[src/rtl/rpea_pkg.sv]
package rpea_pkg;
    localparam int SEV_N  = 3;
    localparam int STAT_W = 6;
    localparam int CFG_W  = STAT_W;

    typedef enum logic [1:0] {
        SEV_COR   = 2'b00,
        SEV_NF    = 2'b01,
        SEV_FATAL = 2'b10,
        SEV_RSVD  = 2'b11
    } sev_e;

    typedef enum logic [1:0] {
        IRQ_IDLE = 2'd0,
        IRQ_FIRE = 2'd1,
        IRQ_HOLD = 2'd2
    } irq_state_e;

    localparam int ST_COR       = 0;
    localparam int ST_MULTI_COR = 1;
    localparam int ST_UNC       = 2;
    localparam int ST_MULTI_UNC = 3;
    localparam int ST_FATAL     = 4;
    localparam int ST_NF        = 5;

    localparam logic [1:0] CFG_ROOT_CTL = 2'd0;
    localparam logic [1:0] CFG_ERR_CMD  = 2'd1;
    localparam logic [1:0] CFG_STAT_CLR = 2'd2;
    localparam logic [1:0] CFG_FWD      = 2'd3;
endpackage

[src/rtl/rpea_event_merge.sv]
module rpea_event_merge
    import rpea_pkg::*;
#(
    parameter int ID_W = 16
) (
    input  logic             msg_valid,
    input  logic [1:0]       msg_sev,
    input  logic [ID_W-1:0]  msg_src_id,
    input  logic             fwd_en,
    input  logic [SEV_N-1:0] local_err,
    input  logic [ID_W-1:0]  own_id,
    output logic [SEV_N-1:0] sev_hit,
    output logic [1:0]       cor_cnt,
    output logic [1:0]       unc_cnt,
    output logic [ID_W-1:0]  cor_id,
    output logic [ID_W-1:0]  unc_id
);
    logic [SEV_N-1:0] msg_hit;

    for (genvar s = 0; s < SEV_N; s++) begin : g_sev
        assign msg_hit[s] = msg_valid && fwd_en && (msg_sev == 2'(s));
        assign sev_hit[s] = msg_hit[s] | local_err[s];
    end

    always_comb begin
        cor_cnt = {1'b0, msg_hit[SEV_COR]} + {1'b0, local_err[SEV_COR]};
        unc_cnt = {1'b0, msg_hit[SEV_NF] | msg_hit[SEV_FATAL]}
                + {1'b0, local_err[SEV_NF]} + {1'b0, local_err[SEV_FATAL]};
        cor_id  = msg_hit[SEV_COR] ? msg_src_id : own_id;
        unc_id  = (msg_hit[SEV_NF] | msg_hit[SEV_FATAL]) ? msg_src_id : own_id;
    end
endmodule

[src/rtl/rpea_status_log.sv]
module rpea_status_log
    import rpea_pkg::*;
#(
    parameter int ID_W = 16
) (
    input  logic              clk,
    input  logic              rst_n,
    input  logic [SEV_N-1:0]  sev_hit,
    input  logic [1:0]        cor_cnt,
    input  logic [1:0]        unc_cnt,
    input  logic [ID_W-1:0]   cor_id,
    input  logic [ID_W-1:0]   unc_id,
    input  logic [STAT_W-1:0] clr_mask,
    output logic [STAT_W-1:0] status,
    output logic [ID_W-1:0]   cor_src_id,
    output logic [ID_W-1:0]   unc_src_id
);
    logic [STAT_W-1:0] set_mask;
    logic [STAT_W-1:0] stat_q;
    logic [ID_W-1:0]   cor_id_q;
    logic [ID_W-1:0]   unc_id_q;

    always_comb begin
        set_mask               = '0;
        set_mask[ST_COR]       = (cor_cnt != 2'd0);
        set_mask[ST_MULTI_COR] = (cor_cnt > 2'd1) || ((cor_cnt != 2'd0) && stat_q[ST_COR]);
        set_mask[ST_UNC]       = (unc_cnt != 2'd0);
        set_mask[ST_MULTI_UNC] = (unc_cnt > 2'd1) || ((unc_cnt != 2'd0) && stat_q[ST_UNC]);
        set_mask[ST_FATAL]     = sev_hit[SEV_FATAL];
        set_mask[ST_NF]        = sev_hit[SEV_NF];
    end

    always_ff @(posedge clk) begin
        if (!rst_n) begin
            stat_q   <= '0;
            cor_id_q <= '0;
            unc_id_q <= '0;
        end else begin
            stat_q <= set_mask | (stat_q & ~clr_mask);
            if (set_mask[ST_COR] && !stat_q[ST_COR])
                cor_id_q <= cor_id;
            if (set_mask[ST_UNC] && !stat_q[ST_UNC])
                unc_id_q <= unc_id;
        end
    end

    assign status     = stat_q;
    assign cor_src_id = cor_id_q;
    assign unc_src_id = unc_id_q;

    AST_COR_ID_HELD: assert property (@(posedge clk) disable iff (!rst_n)
        stat_q[ST_COR] |=> $stable(cor_id_q));
    AST_UNC_ID_HELD: assert property (@(posedge clk) disable iff (!rst_n)
        stat_q[ST_UNC] |=> $stable(unc_id_q));
    AST_MULTI_COR_CAUSE: assert property (@(posedge clk) disable iff (!rst_n)
        $rose(stat_q[ST_MULTI_COR]) |-> $past(cor_cnt != 2'd0));
    AST_SET_WINS: assert property (@(posedge clk) disable iff (!rst_n)
        (unc_cnt != 2'd0) |=> stat_q[ST_UNC]);
endmodule

[src/rtl/rpea_syserr_gen.sv]
module rpea_syserr_gen
    import rpea_pkg::*;
(
    input  logic             clk,
    input  logic             rst_n,
    input  logic [SEV_N-1:0] sev_hit,
    input  logic [SEV_N-1:0] root_ctl,
    output logic [SEV_N-1:0] syserr
);
    for (genvar s = 0; s < SEV_N; s++) begin : g_sys
        logic pulse_q;
        always_ff @(posedge clk) begin
            if (!rst_n) pulse_q <= 1'b0;
            else        pulse_q <= sev_hit[s] & root_ctl[s];
        end
        assign syserr[s] = pulse_q;

        AST_SYSERR_GATED: assert property (@(posedge clk) disable iff (!rst_n)
            syserr[s] |-> $past(root_ctl[s]));
    end
endmodule

[src/rtl/rpea_irq_fsm.sv]
module rpea_irq_fsm
    import rpea_pkg::*;
(
    input  logic clk,
    input  logic rst_n,
    input  logic irq_cond,
    output logic aer_irq,
    output logic msi_pulse
);
    irq_state_e state_q, state_d;

    always_ff @(posedge clk) begin
        if (!rst_n) state_q <= IRQ_IDLE;
        else        state_q <= state_d;
    end

    always_comb begin
        state_d = state_q;
        unique case (state_q)
            IRQ_IDLE: if (irq_cond)  state_d = IRQ_FIRE;
            IRQ_FIRE: state_d = irq_cond ? IRQ_HOLD : IRQ_IDLE;
            IRQ_HOLD: if (!irq_cond) state_d = IRQ_IDLE;
            default:  state_d = IRQ_IDLE;
        endcase
    end

    always_comb begin
        aer_irq   = 1'b0;
        msi_pulse = 1'b0;
        unique case (state_q)
            IRQ_IDLE: ;
            IRQ_FIRE: begin aer_irq = 1'b1; msi_pulse = 1'b1; end
            IRQ_HOLD: aer_irq = 1'b1;
            default:  ;
        endcase
    end

    AST_PULSE_SINGLE: assert property (@(posedge clk) disable iff (!rst_n)
        msi_pulse |=> !msi_pulse);
    AST_ARM_PULSE: assert property (@(posedge clk) disable iff (!rst_n)
        (irq_cond && !aer_irq) |=> msi_pulse);
    AST_IRQ_RELEASE: assert property (@(posedge clk) disable iff (!rst_n)
        !irq_cond |=> !aer_irq);
endmodule

[src/rtl/rp_err_aggregator.sv]
module rp_err_aggregator
    import rpea_pkg::*;
#(
    parameter int ID_W = 16
) (
    input  logic              clk,
    input  logic              rst_n,
    input  logic              msg_valid,
    input  logic [1:0]        msg_sev,
    input  logic [ID_W-1:0]   msg_src_id,
    input  logic [2:0]        local_err,
    input  logic [ID_W-1:0]   own_id,
    input  logic              cfg_wr,
    input  logic [1:0]        cfg_addr,
    input  logic [5:0]        cfg_wdata,
    output logic [2:0]        root_ctl_o,
    output logic [2:0]        err_cmd_o,
    output logic              fwd_en_o,
    output logic [5:0]        err_status_o,
    output logic [ID_W-1:0]   cor_src_id_o,
    output logic [ID_W-1:0]   uncor_src_id_o,
    output logic              aer_irq_o,
    output logic              msi_pulse_o,
    output logic [2:0]        syserr_o
);
    logic [SEV_N-1:0]  root_ctl_q, err_cmd_q;
    logic              fwd_en_q;
    logic [STAT_W-1:0] clr_mask;
    logic [SEV_N-1:0]  sev_hit;
    logic [1:0]        cor_cnt, unc_cnt;
    logic [ID_W-1:0]   cor_id, unc_id;
    logic [STAT_W-1:0] status;
    logic              irq_cond;

    always_ff @(posedge clk) begin
        if (!rst_n) begin
            root_ctl_q <= '0;
            err_cmd_q  <= '0;
            fwd_en_q   <= 1'b0;
        end else if (cfg_wr) begin
            unique case (cfg_addr)
                CFG_ROOT_CTL: root_ctl_q <= cfg_wdata[SEV_N-1:0];
                CFG_ERR_CMD:  err_cmd_q  <= cfg_wdata[SEV_N-1:0];
                CFG_STAT_CLR: ;
                CFG_FWD:      fwd_en_q   <= cfg_wdata[0];
                default:      ;
            endcase
        end
    end

    assign clr_mask = (cfg_wr && cfg_addr == CFG_STAT_CLR) ? cfg_wdata[STAT_W-1:0] : '0;

    rpea_event_merge #(.ID_W(ID_W)) u_merge (
        .msg_valid (msg_valid),
        .msg_sev   (msg_sev),
        .msg_src_id(msg_src_id),
        .fwd_en    (fwd_en_q),
        .local_err (local_err),
        .own_id    (own_id),
        .sev_hit   (sev_hit),
        .cor_cnt   (cor_cnt),
        .unc_cnt   (unc_cnt),
        .cor_id    (cor_id),
        .unc_id    (unc_id)
    );

    rpea_status_log #(.ID_W(ID_W)) u_log (
        .clk       (clk),
        .rst_n     (rst_n),
        .sev_hit   (sev_hit),
        .cor_cnt   (cor_cnt),
        .unc_cnt   (unc_cnt),
        .cor_id    (cor_id),
        .unc_id    (unc_id),
        .clr_mask  (clr_mask),
        .status    (status),
        .cor_src_id(cor_src_id_o),
        .unc_src_id(uncor_src_id_o)
    );

    rpea_syserr_gen u_sys (
        .clk     (clk),
        .rst_n   (rst_n),
        .sev_hit (sev_hit),
        .root_ctl(root_ctl_q),
        .syserr  (syserr_o)
    );

    assign irq_cond = (status[ST_COR]   & err_cmd_q[SEV_COR])
                    | (status[ST_NF]    & err_cmd_q[SEV_NF])
                    | (status[ST_FATAL] & err_cmd_q[SEV_FATAL]);

    rpea_irq_fsm u_irq (
        .clk      (clk),
        .rst_n    (rst_n),
        .irq_cond (irq_cond),
        .aer_irq  (aer_irq_o),
        .msi_pulse(msi_pulse_o)
    );

    assign root_ctl_o   = root_ctl_q;
    assign err_cmd_o    = err_cmd_q;
    assign fwd_en_o     = fwd_en_q;
    assign err_status_o = status;

    AST_FWD_GATE: assert property (@(posedge clk) disable iff (!rst_n)
        (!fwd_en_q && local_err == '0 && !cfg_wr) |=> $stable(err_status_o));
    AST_RSVD_SILENT: assert property (@(posedge clk) disable iff (!rst_n)
        (msg_sev == SEV_RSVD && local_err == '0 && !cfg_wr) |=> ($stable(err_status_o) && syserr_o == '0));
    AST_LOCAL_TAKEN: assert property (@(posedge clk) disable iff (!rst_n)
        local_err[SEV_FATAL] |=> (err_status_o[ST_FATAL] && err_status_o[ST_UNC]));
endmodule

[config.mk]
export PLATFORM = sky130hd
export DESIGN_NAME = rp_err_aggregator
export DESIGN_NICKNAME = d
export VERILOG_FILES = /design/src/rtl/rpea_pkg.sv /design/src/rtl/rpea_event_merge.sv /design/src/rtl/rpea_status_log.sv /design/src/rtl/rpea_syserr_gen.sv /design/src/rtl/rpea_irq_fsm.sv /design/src/rtl/rp_err_aggregator.sv
export SDC_FILE = /design/constraint.sdc
export NUM_CORES = 1
export LEC_CHECK = 0
export ABC_AREA = 1
export BUFFER_PORTS_ARGS = -buffer_cell sky130_fd_sc_hd__buf_2
export CORE_MARGIN = 3
export CORE_UTILIZATION = 44
export DETAILED_ROUTE_END_ITERATION = 6
export GPL_ROUTABILITY_DRIVEN = 0
export PLACE_DENSITY = 0.76
export SLEW_MARGIN = 20
export SYNTH_ARGS = -nofsm -noshare
export SYNTH_HDL_FRONTEND = slang
export SYNTH_SLANG_ARGS = --single-unit
export TNS_END_PERCENT = 30
[constraint.sdc]
create_clock -name clk -period 1.9 [get_ports clk]
set_input_delay 0.285 -clock clk [delete_from_list [all_inputs] [get_ports clk]]
set_output_delay 0.285 -clock clk [all_outputs]
set_load 0.02 [all_outputs]
# Word level (Yosys, flattened, before mapping)
# Index checks and enable logic that the tools add are counted.
# totals
input_bits	49
elab_cells	71
reg_bits	50
out_inout_bits	50
# classes
n_addsub	3
eq_ne	9
magnitude_cmp	2
bitwise	15
mux	9
reduce_logical	23
# ops
operator	count
two-way mux 16 bit	2
logical AND 1 bit	9
equality test 2 bit (second input constant)	4
AND reduction 2 bit	4
AND 1 bit	6
AND 6 bit	1
equality test 2 x 1 -> 1 bit (second input constant)	3
logical NOT 2 bit	3
two-way mux 2 bit	3
two-way mux 6 bit	1
NOT 6 bit	1
OR 1 bit	6
OR 6 bit	1
case mux 2 bit (3 select lines)	1
adder 1 x 1 -> 2 bit	2
greater-than comparator 2 x 1 -> 1 bit (second input constant)	2
nonzero test 2 bit	2
adder 2 x 1 -> 2 bit	1
logical NOT 1 bit	2
logical OR 1 bit	2
two-way mux 1 bit	2
inequality test 2 x 1 -> 1 bit (second input constant)	1
inequality test 2 bit (second input constant)	1
OR reduction 2 bit	1

# Logic depth before layout (Yosys ltp)
# logic_depth
depth_word	9
ltp_mapped	15
mapped_depth_nobuf	13

# By module
# From an unflattened synthesis, not the netlist that was laid out.
# unflattened
hier_cells	466
hier_area_um2	2909.0
# modules_own_cells
module	area_each_um2	seq_area_each_um2	cells_per_inst	n_inst
rpea_status_log	1675.4	760.7	245	1
rpea_event_merge	585.6	0.0	125	1
rp_err_aggregator	379.1	140.1	62	1
rpea_irq_fsm	160.2	40.0	21	1
rpea_syserr_gen	108.9	60.1	13	1

# Least setup slack after synthesis
# OpenSTA, ideal clock, no wires.
# synth_timing
kind	reg2reg
startpoint	register fwd_en_q, in the netlist fwd_en_o
endpoint	register u_log.unc_id_q[3], in the netlist u_log.unc_src_id[3]
setup_ps	109
synth_period_minus_slack_ps	2270
setup_slack_ps	-370
required_time_ps	1791
path_buffers	2
arrival_time_ps	2161
stages_incl_launch_ff	15
cell_sequence	dfxtp_1 nand2_1 clkinv_2 nand2_4 nand2_4 buf_6 inv_1 fa_1 nand2_1 inv_1 nor2_1 buf_2 nand3_1 nand2_1 inv_1
# synth_via
elab_chain_len	7
elab_cells_between_ends	9
classes_between	add/sub: 2; mux: 1; bitwise: 1; reduce/logical: 5
# synth_lines
item	line_no	rtl
start, declared	rp_err_aggregator.sv:27	logic fwd_en_q;
start signal, assigned	rp_err_aggregator.sv:45	CFG_FWD: fwd_en_q <= cfg_wdata[0];
logical AND 1 bit *	rpea_event_merge.sv:21	assign msg_hit[s] = msg_valid && fwd_en && (msg_sev == 2'(s));
logical AND 1 bit	rpea_event_merge.sv:21	
OR 1 bit *	rpea_event_merge.sv:27, rpea_event_merge.sv:30	
adder 1 x 1 -> 2 bit	rpea_event_merge.sv:28	+ {1'b0, local_err[SEV_NF]} + {1'b0, local_err[SEV_FATAL]};
adder 2 x 1 -> 2 bit	rpea_event_merge.sv:28	
nonzero test 2 bit	rpea_status_log.sv:27	set_mask[ST_UNC] = (unc_cnt != 2'd0);
logical AND 1 bit	rpea_status_log.sv:42	if (set_mask[ST_UNC] && !stat_q[ST_UNC])
end signal, assigned	rpea_status_log.sv:43	unc_id_q <= unc_id;
end, declared	rpea_status_log.sv:21	logic [ID_W-1:0] unc_id_q;
# Mark *: on every way between the ends. The rest lies on a longest branch, timed or not.
# A chain may end at the register's enable or synchronous reset.

# Worst setup path in the final report
# layout_timing
startpoint	register fwd_en_q, in the netlist fwd_en_o
endpoint	register u_log.unc_id_q[5], in the netlist u_log.unc_src_id[5]
# Same word-level chain as after synthesis.

==> results.md <==
- Status: completed
- P_leak: 1.92 nW
- Drt total wl: 6890 µm
- Achievable Freq: 0.531 GHz
- First-pass DRT Iterations: 4
- Die Height: 82.5 µm
- DR iter-0 viols: 201
- Drt drc: 0
- Die Wd: 82.5 µm
- Crit share post-route: 99.0%
- DP Area: 3120 µm²
- Gr ovfl total: 0
- Post-synthesis average cell area: 6.41 µm²
- Yosys top cell by area: dfxtp_1
- Hold Crit Class: primary input to flop
- Crit Path Class: flop to flop
- Max FO, Critical Path: 16
- Initial core utilization: 46.2%
- Post-route cell area: 3290 µm²
- Placed wire-length estimate: 5030 µm
- DR WL/cell: 12.0 µm
- First-pass GRT wire length: 10600 µm
- Post-layout minimum cycle time: 1.88 ns
- Port bufs: 98
- Synth top area share: 38.9%
- Cts bufs inserted: 5
- Cells after Synth: 402
- Yosys cell types: 23
- Clock tree buffer depth: 2
- Syn_nets: 455
- Final-report hold violation count: 0
- RSZ-0062 raised after global routing: true
- P per Cell Area: 758 nW/µm²
- Worst-Skew Late Latency: 0.30 ns
- Crit path required time: 2.15 ns
- Vias per Instance: 4.62
- Critical Path AT: 2.13 ns
- Seq/Total Area, Yosys: 38.9%
- Clock slew at reported path FFs: 0.08 ns
- CP startpoint kind: flop
- Initial antenna violation count: 0
- Synth area leaders: dfxtp_1 39%, nand2_1 18%, nor2_1 10%
- YS warnings: 0
- Max_cap viols: 0
- Die area: 6810 µm²
- IO Pins: 99
- Synth-to-Final Area Change: 27.7%
- Commonest cells after routing, fill and taps aside: 124 x nand2_1, 98 x buf_2, 67 x nor2_1
- Mapped Area: 2580 µm²
- Yosys reg bits: 50
- Final clock skew: 0.00282 ns
- Rows: 27
- Nets@finish: 553
- Max-slew violations: 0
- Share of layout cells above drive strength 1: 27.1%
- Final std cells w/o fill: 573
- Htree depth: 2
- Via Count: 2648
- # placed instances: 560
- Hold depth: 3
- Clock sink total: 50
- Commonest non-fill, non-tap cell in the layout: nand2_1
- Max-slew headroom: 57.7%
- Clock Tree Root: clkbuf_8
- Max VDD drop: 0.000350 V
- Reg2reg path depth: 14
- Core Area: 5570 µm²
- Largest net degree at the start of global routing: 33
- Total Power: 2.49 mW
- GRT Util Overall: 20.1%
- Final TNS setup: 0 ns
- Slew of the pin with the lowest slew margin: 0.630 ns
- CP Capture Type: flop
- TritonCTS clock tree: built
- Vias in the first global route: 2339
- ANT cells: 0
- Post-route ant nets: 0
- Setup violators final: 0
## synthesized netlist by cell type, drive strengths merged
cell / n
ha: 3
nand4: 2
clkbuf: 2
nor2: 71
a31oi: 3
o21ai: 13
clkinv: 1
inv: 56
buf: 17
a21oi: 13
nand3: 37
nand2: 131
fa: 1
dfxtp: 50
nor3: 2
## power breakdown
| group | switching [mW] | internal (mW) | total [mW] |
|---|---|---|---|
| Clock | 0.340 | 0.294 | 0.634 |
| Sequential | 0.0542 | 1.14 | 1.19 |
| Combinational | 0.405 | 0.261 | 0.666 |
| Total | 0.799 | 1.70 | 2.49 |
## final cells by class
| cell class | instances | area, µm² |
|---|---|---|
| clock buffer | 7 | 86.3 |
| multi-input combinational | 276 | 1250 |
| tap | 72 | 90.1 |
| clock inverter | 1 | 5.00 |
| timing repair buffer | 110 | 628 |
| inverter | 57 | 221 |
| sequential | 50 | 1000 |
| fill | 570 | 2280 |
## registers in the layout (all words and copies together), names as in the netlist
signal and cells:
u_log.unc_src_id 16, u_sys.g_sys.pulse_q 3, u_log.cor_src_id 16, root_ctl_o 3
err_cmd_o 3, u_irq.state_q 2, fwd_en_o 1, u_log.status 6
## through the flow
stage                     hold WS [ns]  utilization, %  worst slack (ns)
final                            0.257            59.0            0.0184
after global placement           0.438            55.9            0.0258
after global routing             0.273            59.0            -0.124
after floorplan                  0.442               -           -0.0664
after CTS                        0.254            57.6             0.101
after detailed placement         0.436            55.9          -0.00287
## worst max-delay path: stages, from the launching register on
cell and delay, ns:
dfxtp_4 0.38, nand2_4 0.05, clkinv_4 0.06, nand2_4 0.05, nand2_4 0.06, inv_2 0.03, fa_1 0.44, nand2_2 0.08
inv_2 0.05, nor2_4 0.18, clkbuf_16 0.21, nor2_1 0.04, nor2_1 0.09, nand2_1 0.06, inv_1 0.05
## final timing paths
kind | startpoint | end | slack [ns]
worst min register to register | root_ctl_o[2]$_SDFFE_PN0P_ | u_sys.g_sys[2].pulse_q$_SDFF_PN0_ | 0.46
worst min-delay path | cfg_wdata[2] | err_cmd_o[2]$_SDFFE_PN0P_ | 0.26
worst max-delay path | fwd_en_o$_SDFFE_PN0P_ | u_log.unc_src_id[5]$_SDFFE_PN0P_ | 0.02
worst max register to register | fwd_en_o$_SDFFE_PN0P_ | u_log.unc_src_id[5]$_SDFFE_PN0P_ | 0.02
## timing repair
| item | in CTS | in global routing |
|---|---|---|
| endpoints found under the setup margin | 0 | 16 |
| gates resized for setup | 0 | 3 |
| setup buffers | 0 | 3 |
| hold buffers | 0 | 0 |
## cells by family after synthesis
family | Yosys count | share of synthesized area [%]
and+or+nand+nor | 243 | 39.7
buffers and inverters | 76 | 13.4
DFF | 50 | 38.9
AOI/OAI and AO/OA | 29 | 5.78
adders and majority gates | 4 | 2.23
## per-layer routing
| metal | part of all wire, % | track usage [%] | vias to the layer above |
|---|---|---|---|
| met5 | 0 | 0 | - |
| met4 | 1.5 | 7.35 | 0 |
| met3 | 7.7 | 4.23 | 8 |
| met2 | 47 | 31.5 | 91 |
| met1 | 44 | 27.2 | 1142 |
| li1 | - | - | 1407 |
(Power assumes the default switching activity.)
